==> src/rtl/f2i_pkg.sv <==
`timescale 1ns/1ps
package f2i_pkg;
  localparam int INT_W   = 64;
  localparam int HALF_W  = INT_W / 2;
  localparam int MANT_W  = 53;
  localparam int EXP_W   = 13;
  localparam int SP_EW   = 8;
  localparam int SP_FW   = 23;
  localparam int DP_EW   = 11;
  localparam int DP_FW   = 52;
  localparam int FLAG_W  = 5;
  localparam int FLG_INVALID = 0;
  localparam int FLG_INEXACT = 4;

  typedef enum logic [1:0] {
    DST_S32 = 2'b00,
    DST_U32 = 2'b01,
    DST_S64 = 2'b10,
    DST_U64 = 2'b11
  } dst_e;

  typedef struct packed {
    logic                    sign;
    logic                    nan;
    logic                    inf;
    logic                    zero;
    logic signed [EXP_W-1:0] exp;
    logic [MANT_W-1:0]       mant;
  } fp_unpacked_t;
endpackage

==> src/rtl/f2i_decode.sv <==
`timescale 1ns/1ps
module f2i_decode import f2i_pkg::*; #(
  parameter int EW = 8,
  parameter int FW = 23
) (
  input  logic [EW+FW:0] raw,
  output fp_unpacked_t   unp
);
  localparam int BIAS_I = (1 << (EW - 1)) - 1;
  localparam logic signed [EXP_W-1:0] BIAS    = EXP_W'(BIAS_I);
  localparam logic signed [EXP_W-1:0] DEN_EXP = EXP_W'(1 - BIAS_I);
  localparam int PAD = MANT_W - 1 - FW;

  logic [EW-1:0] efield;
  logic [FW-1:0] ffield;
  logic          e_ones, e_none, f_nz;

  always_comb begin
    efield   = raw[EW+FW-1:FW];
    ffield   = raw[FW-1:0];
    e_ones   = &efield;
    e_none   = ~|efield;
    f_nz     = |ffield;
    unp.sign = raw[EW+FW];
    unp.nan  = e_ones & f_nz;
    unp.inf  = e_ones & ~f_nz;
    unp.zero = e_none & ~f_nz;
    unp.exp  = e_none ? DEN_EXP
                      : ($signed({{(EXP_W-EW){1'b0}}, efield}) - BIAS);
    unp.mant = MANT_W'({~e_none, ffield}) << PAD;
  end
endmodule

==> src/rtl/f2i_round.sv <==
`timescale 1ns/1ps
module f2i_round import f2i_pkg::*; (
  input  logic [MANT_W-1:0]       mant,
  input  logic signed [EXP_W-1:0] exp,
  input  logic                    chop,
  output logic [INT_W:0]          mag,
  output logic                    huge,
  output logic                    inexact
);
  localparam int AW   = 2 * INT_W;
  localparam int SH_W = $clog2(INT_W);
  localparam logic signed [EXP_W-1:0] TOP_E = EXP_W'(INT_W - 1);

  logic [AW-1:0]    aligned;
  logic [INT_W-1:0] ipart;
  logic [SH_W-1:0]  sh;
  logic             guard, sticky, up;

  always_comb begin
    aligned = '0;
    ipart   = '0;
    guard   = 1'b0;
    sticky  = 1'b0;
    sh      = SH_W'(TOP_E - exp);
    huge    = (exp > TOP_E);
    if (!huge && !exp[EXP_W-1]) begin
      aligned = {mant, {(AW-MANT_W){1'b0}}} >> sh;
      ipart   = aligned[AW-1:INT_W];
      guard   = aligned[INT_W-1];
      sticky  = |aligned[INT_W-2:0];
    end else if (exp == '1) begin
      guard  = mant[MANT_W-1];
      sticky = |mant[MANT_W-2:0];
    end else if (!huge) begin
      sticky = |mant;
    end
    up      = ~chop & guard & (sticky | ipart[0]);
    mag     = {1'b0, ipart} + (INT_W+1)'(up);
    inexact = guard | sticky;
  end
endmodule

==> src/rtl/f2i_saturate.sv <==
`timescale 1ns/1ps
module f2i_saturate import f2i_pkg::*; (
  input  logic              sign,
  input  logic              nan,
  input  logic              inf,
  input  logic              zero,
  input  logic              huge,
  input  logic [INT_W:0]    mag,
  input  logic              inexact,
  input  dst_e              dst,
  output logic [INT_W-1:0]  result,
  output logic [FLAG_W-1:0] flags
);
  localparam logic [INT_W:0] ONE     = (INT_W+1)'(1);
  localparam logic [INT_W:0] S32_MAX = (ONE << (HALF_W-1)) - ONE;
  localparam logic [INT_W:0] S32_NEG = ONE << (HALF_W-1);
  localparam logic [INT_W:0] U32_MAX = (ONE << HALF_W) - ONE;
  localparam logic [INT_W:0] S64_MAX = (ONE << (INT_W-1)) - ONE;
  localparam logic [INT_W:0] S64_NEG = ONE << (INT_W-1);
  localparam logic [INT_W:0] U64_MAX = (ONE << INT_W) - ONE;

  logic             is64, uns;
  logic [INT_W:0]   pos_lim, neg_lim;
  logic [INT_W-1:0] sval;

  always_comb begin
    is64    = dst[1];
    uns     = dst[0];
    pos_lim = is64 ? (uns ? U64_MAX : S64_MAX) : (uns ? U32_MAX : S32_MAX);
    neg_lim = is64 ? S64_NEG : S32_NEG;
    sval    = sign ? (INT_W'(0) - mag[INT_W-1:0]) : mag[INT_W-1:0];
    flags   = '0;
    result  = '0;
    if (nan) begin
      flags[FLG_INVALID] = 1'b1;
      result = (uns && !is64) ? {{HALF_W{1'b0}}, {HALF_W{1'b1}}} : '1;
    end else if (uns && sign && !zero) begin
      flags[FLG_INVALID] = 1'b1;
    end else if (!sign && (inf || huge || mag > pos_lim)) begin
      flags[FLG_INVALID] = 1'b1;
      result = pos_lim[INT_W-1:0];
    end else if (sign && (inf || huge || mag > neg_lim)) begin
      flags[FLG_INVALID] = 1'b1;
      result = INT_W'(0) - neg_lim[INT_W-1:0];
    end else begin
      flags[FLG_INEXACT] = inexact;
      if (is64)
        result = sval;
      else if (uns)
        result = {{HALF_W{1'b0}}, sval[HALF_W-1:0]};
      else
        result = {{HALF_W{sval[HALF_W-1]}}, sval[HALF_W-1:0]};
    end
  end
endmodule

==> src/rtl/fp_to_int_cvt.sv <==
`timescale 1ns/1ps
module fp_to_int_cvt import f2i_pkg::*; (
  input  logic              clk,
  input  logic              rst_n,
  input  logic              in_valid,
  output logic              in_ready,
  input  logic [INT_W-1:0]  in_operand,
  input  logic              in_src_dbl,
  input  logic [1:0]        in_dst,
  input  logic              in_chop,
  output logic              out_valid,
  input  logic              out_ready,
  output logic [INT_W-1:0]  out_result,
  output logic [FLAG_W-1:0] out_flags
);
  fp_unpacked_t     unp_sp, unp_dp, unp;
  logic [INT_W:0]   mag;
  logic             huge, inexact, take;
  logic [INT_W-1:0] res_d;
  logic [FLAG_W-1:0] flg_d;

  f2i_decode #(.EW(SP_EW), .FW(SP_FW)) u_dec_sp (
    .raw (in_operand[SP_EW+SP_FW:0]),
    .unp (unp_sp)
  );

  f2i_decode #(.EW(DP_EW), .FW(DP_FW)) u_dec_dp (
    .raw (in_operand[DP_EW+DP_FW:0]),
    .unp (unp_dp)
  );

  assign unp = in_src_dbl ? unp_dp : unp_sp;

  f2i_round u_round (
    .mant    (unp.mant),
    .exp     (unp.exp),
    .chop    (in_chop),
    .mag     (mag),
    .huge    (huge),
    .inexact (inexact)
  );

  f2i_saturate u_sat (
    .sign    (unp.sign),
    .nan     (unp.nan),
    .inf     (unp.inf),
    .zero    (unp.zero),
    .huge    (huge),
    .mag     (mag),
    .inexact (inexact),
    .dst     (dst_e'(in_dst)),
    .result  (res_d),
    .flags   (flg_d)
  );

  assign in_ready = ~out_valid | out_ready;
  assign take     = in_valid & in_ready;

  always_ff @(posedge clk or negedge rst_n) begin
    if (!rst_n) begin
      out_valid  <= 1'b0;
      out_result <= '0;
      out_flags  <= '0;
    end else if (take) begin
      out_valid  <= 1'b1;
      out_result <= res_d;
      out_flags  <= flg_d;
    end else if (out_ready) begin
      out_valid  <= 1'b0;
    end
  end
endmodule

==> config.mk <==
export PLATFORM = sky130hd
export DESIGN_NAME = fp_to_int_cvt
export DESIGN_NICKNAME = d
export VERILOG_FILES = /design/src/rtl/f2i_pkg.sv /design/src/rtl/f2i_decode.sv /design/src/rtl/f2i_round.sv /design/src/rtl/f2i_saturate.sv /design/src/rtl/fp_to_int_cvt.sv
export SDC_FILE = /design/constraint.sdc
export NUM_CORES = 1
export LEC_CHECK = 0
export CAP_MARGIN = 20
export CORE_ASPECT_RATIO = 1.1
export CORE_MARGIN = 2
export CORE_UTILIZATION = 45
export DETAILED_ROUTE_END_ITERATION = 8
export PLACE_DENSITY = 0.65
export SYNTH_ARGS = -nofsm -noshare
export SYNTH_HDL_FRONTEND = slang
export SYNTH_SLANG_ARGS = --single-unit
==> constraint.sdc <==
create_clock -name clk -period 2.6 [get_ports clk]
set_input_delay 0.52 -clock clk [delete_from_list [all_inputs] [get_ports clk]]
set_output_delay 0.52 -clock clk [all_outputs]
set_load 0.01 [all_outputs]
==> results of run 1 <==
-- metal layers --
metal | overflow | GRT usage (%)
met1 | 0 | 59.96
met2 | 6 | 87.92
met3 | 0 | 32.47
met4 | 3 | 61.67
met5 | 0 | 3.017
-- cell usage after synthesis (11+ instances only) --
cell       count  area [um^2]
a32oi_1       13        113.9
o21a_1        12        90.09
inv_1         26        97.59
a21oi_1      127        635.6
nand4_1       43        269.0
or4_1         17        127.6
o21ai_0       69        345.3
a22o_1        13        113.9
o31ai_1       23        172.7
nor4_1        46        287.8
a221oi_1      12        105.1
a2111oi_0     11        96.34
buf_4         14        105.1
buf_6         14        157.7
and4_1        11        96.34
or3_1         27        168.9
nand2_1      198        743.2
nor2_1       248        930.9
o32ai_1       12        105.1
o221ai_1      16        140.1
mux2_2        18        202.7
o21ai_1       12        60.06
a31oi_1       31        193.9
mux2i_1       46        460.4
xor2_1        38        332.8
a211oi_1      46        345.3
a311oi_1      11        96.34
clkbuf_1      69        259.0
o211ai_1      26        195.2
buf_2         58        290.3
nor3_1       114        570.6
xnor2_1       69        604.3
nand3_1      121        605.6
nor2b_1       18        112.6
a21o_1        25        187.7
ha_1          42        525.5
a221o_1       12        120.1
a211o_1       11        96.34
o22ai_1       39        244.0
dfrtp_1       67         1677
nand2b_1      22        137.6
and3_1        26        162.7
and2_1        27        168.9
-- logic make-up after synthesis --
| kind of cell | count (synthesis) |
|---|---|
| AND/OR/NAND/NOR | 990 |
| AO/OA/AOI/OAI | 644 |
| other | 1 |
| XOR/XNOR | 107 |
| multiplexers | 67 |
| flip-flops | 67 |
| buffers and inverters | 186 |
| adder cells (fa/ha/maj) | 42 |
-- repair_timing --
item                                    CTS
gates cloned                              7
pin swaps                                95
endpoints found under the setup margin   66
buffers inserted                         66
resized for setup                       266
-- stage by stage --
stage	hold slack (ps)	instance area [um^2]	setup WS (ps)	setup TNS (ps)	utilization, %
4_1_cts	206.2	25110	-4715	-305100	77.98
3_5_place_dp	500.8	23210	-6007	-385600	72.07
2_1_floorplan	224.4	14970	-5032	-320340	-
3_3_place_gp	479.8	23210	-5886	-376080	72.07
==> flow_metrics.tcl, run 1 <==
set metrics [dict create \
    cts_buffers 9 \
    cts_buffer_depth 2 \
    failed_stage "5_1_grt" \
    synth-compound-area-share_pct 32.32 \
    die_h_um 193.2 \
    boundaryPins 143 \
    tool.error "[ERROR GRT-0116] Global routing finished with congestion. Check the congestion regions in the DRC Viewer." \
    synthArstFlopShare_pct 100.0 \
    grt_pass1_wl_um 156400 \
    row_count 69 \
    yosys.area_share.simple_pct 34.87 \
    root_buffer "clkbuf_16" \
    synth_top_flop_cell "dfrtp_1" \
    synth.distinct_cells 114 \
    gr-usage-all-layers_pct 60.38 \
    start_util_pct 45.47 \
    grt_max_degree 68 \
    synth_xor_area_share_pct 6.401 \
    place_inst 3426 \
    post-dp-hpwl_um 69470 \
    portBuffers 139 \
    ys_ff_latch 67 \
    status "aborted with a tool error" \
    synth-adder-area-share_pct 3.589 \
    yosysSeqAreaShare_pct 11.45 \
    grt.overflow.total 9 \
    hold_buffers 0 \
    synth_area_per_cell_um2 6.959 \
    grt_pass1_vias 25850 \
    die_w_um 176.0 \
    gp_congestion 1.175 \
    clock_sinks 67 \
    yosys_warnings 0 \
    synth_top_family_by_area "simple AND/OR/NAND/NOR gates" \
    syn_inst 2104 \
    netlist_area_um2 14640 \
    htree_levels 3 \
    synth_mux_area_share_pct 4.991 \
    synth_edf_count 0 \
]
==> run 2, diff against run 1 <==
- CORE_ASPECT_RATIO: 1.1 -> not set
- CORE_UTILIZATION: 45 -> 30
- PLACE_DENSITY: 0.65 -> not set
- PLACE_DENSITY_LB_ADDON: not set -> 0.15
==> flow_metrics.tcl, run 2 <==
set metrics [dict create \
    swShare_pct 46.13 \
    net-switching-power_w 0.005294 \
    final_common_cell "buf_4" \
    drc 0 \
    grt.overflow.total 0 \
    yosysSeqAreaShare_pct 11.45 \
    portBuffers 139 \
    reg2regPathDepth 6 \
    root_buffer "clkbuf_16" \
    synth_edf_count 0 \
    min_path_type "in -> async" \
    met3_usage_pct 8.670 \
    met2_usage_pct 61.13 \
    netlist.area_leader.share_pct 11.45 \
    utilization_pct 57.48 \
    setup_ws_ps -5021 \
    wire_per_inst_um 25.97 \
    nNetsFinal 3368 \
    ys_ff_latch 67 \
    multi_input_area_um2 13840 \
    finalHoldViolations 0 \
    boundaryPins 143 \
    crit_slowest_cell "a221oi_4" \
    top_register "out_result" \
    timing.final.crit_share_pct 293.1 \
    drt_iter0_markers 2357 \
    violations "setup timing" \
    netlist_area_um2 14640 \
    hold_ws_ps 41.24 \
    yosys-top-cells-count "248 x nor2_1, 198 x nand2_1, 127 x a21oi_1" \
    cts_buffer_depth 2 \
    synth_area_per_cell_um2 6.959 \
    clock_power_share_pct 12.0 \
    gp_congestion 1.061 \
    num_antenna_cells 0 \
    row_count 80 \
    rsz0062_at_grt "true" \
    layout.area.seq_um2 1677 \
    end_kind "flip-flop" \
    crit_required_ps 2850 \
    power.density_nw_per_um2 416.4 \
    combPwrFrac_pct 75.6 \
    drive_above_1_share_pct 46.70 \
    skew_ps 8.692 \
    cts_tree "built" \
    hold_buffers 0 \
    maxSlewViolCount 0 \
    fin_setup_tns_ps -323420 \
    synth.top_cells.by_area "dfrtp_1 11%, nor2_1 6.4%, nand2_1 5.1%" \
    cp_max_fo 6 \
    syn_inst 2104 \
    place_inst 3701 \
    die-area_um2 50590 \
    yosys_warnings 0 \
    synthArstFlopShare_pct 100.0 \
    pwr-share-seq_pct 12.4 \
    worst-setup-path-type "in -> reg" \
    leakagePower_nw 12.15 \
    gr-usage-all-layers_pct 39.03 \
    start_kind "input port" \
    slew_headroom_pct 28.27 \
    wirelength_um 100600 \
    clock_sinks 67 \
    clock.fmax_mhz 131.2 \
    die_w_um 224.9 \
    start_util_pct 30.54 \
    top_regs "out_result (64), out_flags (2), out_valid (1)" \
    drtPass1Iterations 6 \
    n_fill_cell 4601 \
    grt_pass1_vias 22590 \
    period_needed_ps 7621 \
    slowest_delay_ps 310 \
    setup-violations-final 66 \
    vias 23120 \
    grt_pass1_wl_um 146400 \
    worst_slew_pin_slew_ps 1076 \
    grt_use_met1_pct 51.92 \
    core-area_um2 47950 \
    syn2layout_area_growth_pct 88.22 \
    grt_max_degree 67 \
    synth.distinct_cells 114 \
    status "complete, but fails checks" \
    die_h_um 224.9 \
    mostFrequentLayoutCells "1068 x buf_4, 231 x nor2_1, 190 x nand2_1, 118 x clkdlybuf4s50_1, 110 x nand3_1" \
    grt-busiest-layer "met2" \
    crit_top_cell "buf_4" \
    clk_latency_ps 380 \
    cp.arrival_ps 7870 \
    antenna_found_initial 0 \
    drv_cap 0 \
    ir_drop_v 0.0002941 \
    synth_top_flop_cell "dfrtp_1" \
    synth_top_area_cell "dfrtp_1" \
    cts_buffers 9 \
    post-dp-hpwl_um 82680 \
    finalNonFillerCells 3874 \
    yosysMostFrequentCell "nor2_1" \
    antenna_left 0 \
    largest_reg_flops 64 \
    p_int_w 0.006182 \
    dp_slack_ps -6276 \
    cts.clk_slew.worst_paths_ps 60 \
    via_per_inst 5.968 \
    htree_levels 3 \
]
==> run 2: cell counts after synthesis <==
Identical to the previous run, type by type.
==> run 2: metal layers <==
layer | share of wire (%) | vias to the layer above
li1 | - | 10450
met5 | 0 | -
met1 | 42 | 11290
met2 | 44 | 1151
met4 | 4.6 | 0
met3 | 9.4 | 227
==> run 2: what timing repair did <==
action,CTS,global route
buffers inserted,132,26
pin swaps,111,83
hold endpoints to repair,0,0
setup endpoints to repair,66,66
gates cloned,9,0
gates resized for setup,317,101
==> run 2: layout make-up <==
cell class | instances | area share [%]
multi-input cells | 1854 | 50.24
repair buffers | 1296 | 39.33
flip-flops and latches | 67 | 6.084
well taps | 615 | 2.792
clock buffers | 10 | 0.8308
inverters | 26 | 0.3995
clock inverters | 6 | 0.3269
==> run 2: critical path: cells and delay by family <==
kind,cells,cell delay (ps)
AOI/OAI and AO/OA,13,2410
xor gates and xnor gates,1,180
adders and majority gates,2,440
buffers and inverters,21,2840
and+or+nand+nor,9,1430
==> run 2: cell families after synthesis <==
kind of cell / after synthesis / share of synthesized area (%)
other: 1 / 0.02561
and+or+nand+nor: 990 / 34.87
muxes: 67 / 4.991
DFF: 67 / 11.45
AOI/OAI and AO/OA: 644 / 32.32
buffers and inverters: 186 / 6.349
adders and majority gates: 42 / 3.589
xor gates and xnor gates: 107 / 6.401
==> run 2: path summary, 6_finish.rpt <==
check                                              to                  startpoint  slack [ps]
min                        out_result[60]$_DFFE_PN0P_                       rst_n          40
max reg2reg                out_result[43]$_DFFE_PN0P_       out_valid$_DFFE_PN0P_         750
min in group clk           out_result[27]$_DFFE_PN0P_  out_result[27]$_DFFE_PN0P_         510
max                        out_result[60]$_DFFE_PN0P_              in_operand[24]       -5020
min reg2reg                out_result[27]$_DFFE_PN0P_  out_result[27]$_DFFE_PN0P_         510
max in group asynchronous  out_result[21]$_DFFE_PN0P_                       rst_n        1980
==> run 2: per-stage QoR <==
step / area (um^2) / power [W]
global route: 27560 / 0.01194
finish: 27560 / 0.01148
global placement: 24140 / 0.008935
floorplan: 14970 / 0.004667
CTS: 26930 / 0.01106
detailed placement: 24140 / 0.008971
==> run 2: power by group through the flow <==
stage	Sequential, W	Combinational [W]	Clock (W)
after floorplan	0.00153	0.00313	0
after global placement	0.00143	0.00751	0
after detailed placement	0.00143	0.00754	0
after CTS	0.00142	0.00824	0.00140
after global routing	0.00145	0.00906	0.00144
final	0.00142	0.00868	0.00138
Power figures use the tool's default switching activity.
==> run 3, diff against run 2 <==
- CTS_BUF_LIST: not set -> sky130_fd_sc_hd__clkbuf_8
==> flow_metrics.tcl, run 3 (synthesis results as in run 2) <==
set metrics [dict create \
    status "complete, but fails checks" \
    violations "setup timing" \
    setup-violations-final 66 \
    start_util_pct 30.54 \
    cp_num_buf_inv 28 \
    power.density_nw_per_um2 406.7 \
    clock.fmax_mhz 129.4 \
    worst-setup-path-type "in -> reg" \
    leakagePower_nw 12.07 \
    gr-usage-all-layers_pct 39.03 \
    cp.arrival_ps 8030 \
    crit_required_ps 2900 \
    min_path_type "reg -> reg" \
    row_count 80 \
    fin_setup_tns_ps -325550 \
    slew_headroom_pct 30.59 \
    cp_top_family "buffers and inverters" \
    r2r_setup_slack_ps 690 \
    crit_slowest_cell "mux4_2" \
    clock_sinks 67 \
    nNetsFinal 3369 \
    antenna_left 0 \
    die_w_um 224.9 \
    skew_ps 10.57 \
    cp_max_fo 6 \
    grt_pass1_wl_um 146300 \
    antenna_found_initial 1 \
    drive_above_1_share_pct 46.17 \
    final_common_cell "buf_4" \
    crit_top_cell "buf_4" \
    mostFrequentLayoutCells "1069 x buf_4, 231 x nor2_1, 192 x nand2_1, 118 x clkdlybuf4s50_1, 110 x nand3_1" \
    clk_latency_ps 430 \
    end_kind "flip-flop" \
    root_buffer "clkbuf_8" \
    die-area_um2 50590 \
    worst_slew_pin_slew_ps 1041 \
    timing.final.crit_share_pct 297.2 \
    maxSlewViolCount 0 \
    top_register "out_result" \
    gp_congestion 1.061 \
    grt.overflow.total 0 \
    period_needed_ps 7727 \
    cts_tree "built" \
    hold_ws_ps 512.0 \
    portBuffers 139 \
    drv_cap 0 \
    via_per_inst 5.943 \
    cts_buffer_depth 2 \
    syn2layout_area_growth_pct 86.71 \
    wire_per_inst_um 25.95 \
    grt_pass1_vias 22590 \
    rsz0062_at_grt "true" \
    cts.clk_slew.worst_paths_ps 80 \
    finalPower_w 0.01112 \
    die_h_um 224.9 \
    cts_buffers 9 \
    htree_levels 3 \
    dp_slack_ps -6276 \
    largest_reg_flops 64 \
    setup_ws_ps -5127 \
    post-dp-hpwl_um 82680 \
    drtPass1Iterations 6 \
    wirelength_um 100600 \
    top_regs "out_result (64), out_flags (2), out_valid (1)" \
    boundaryPins 143 \
    drt_iter0_markers 2511 \
    core-area_um2 47950 \
    finalHoldViolations 0 \
    start_kind "input port" \
    grt_max_degree 67 \
    drc 0 \
    vias 23040 \
    ir_drop_v 0.0002622 \
    slowest_delay_ps 550 \
]
## run 3: power by group
part           leakage [nW]  switching [W]  total [W]  internal (W)
sequential            0.795       0.000141    0.00142       0.00128
combinational          11.2        0.00460    0.00867       0.00406
clock                 0.111       0.000496    0.00103      0.000536
## run 3: worst paths after layout
check | end | cells after the start | start
min in group asynchronous | out_result[60]$_DFFE_PN0P_ | 2 | rst_n
worst max-delay path | out_result[55]$_DFFE_PN0P_ | 51 | in_operand[52]
worst min register to register | out_result[27]$_DFFE_PN0P_ | 2 | out_result[27]$_DFFE_PN0P_
worst max register to register | out_result[55]$_DFFE_PN0P_ | 7 | out_valid$_DFFE_PN0P_
worst min-delay path | out_result[27]$_DFFE_PN0P_ | 2 | out_result[27]$_DFFE_PN0P_
max in group asynchronous | out_result[8]$_DFFE_PN0P_ | 3 | rst_n
## run 3: worst reg2reg max path: stages (launching register included)
cell,delay [ps]
dfrtp_1,380
nand2b_1,130
and2_2,210
o21ai_0,140
buf_4,210
o32ai_4,440
clkbuf_16,250
a211oi_2,40
## run 3: layer usage
| layer | GRT usage, % | routed length (um) | vias to the layer above |
|---|---|---|---|
| met5 | 0 | 0 | - |
| met2 | 61.30 | 43780 | 1102 |
| met3 | 8.514 | 9566 | 221 |
| li1 | - | - | 10440 |
| met4 | 15.77 | 4574 | 0 |
| met1 | 51.77 | 42690 | 11280 |
## run 3: cell type report
class                   count  area (um^2)
well taps                 615        769.5
clock buffers               9        123.9
flip-flops and latches     67         1677
fillers                  4656        20610
clock inverters             7        93.84
multi-input cells        1854        13710
diodes                      2        5.005
repair buffers           1297        10850
inverters                  26        107.6
## run 3: per-stage QoR
step | std cells | util (%) | area (um^2)
after floorplan | 2106 | - | 14970
after global placement | 3700 | 50.34 | 24140
after detailed placement | 3701 | 50.35 | 24140
after CTS | 3849 | 55.54 | 26630
after global routing | 3875 | 57.01 | 27330
final | 3877 | 57.02 | 27340
## run 3: what timing repair did
action	4_1_cts	5_1_grt
gates cloned	10	1
buffers inserted	125	30
endpoints found under the setup margin	66	66
endpoints found under the hold margin	12	0
pin swaps	100	94
hold buffers	1	0
gates resized for setup	284	117
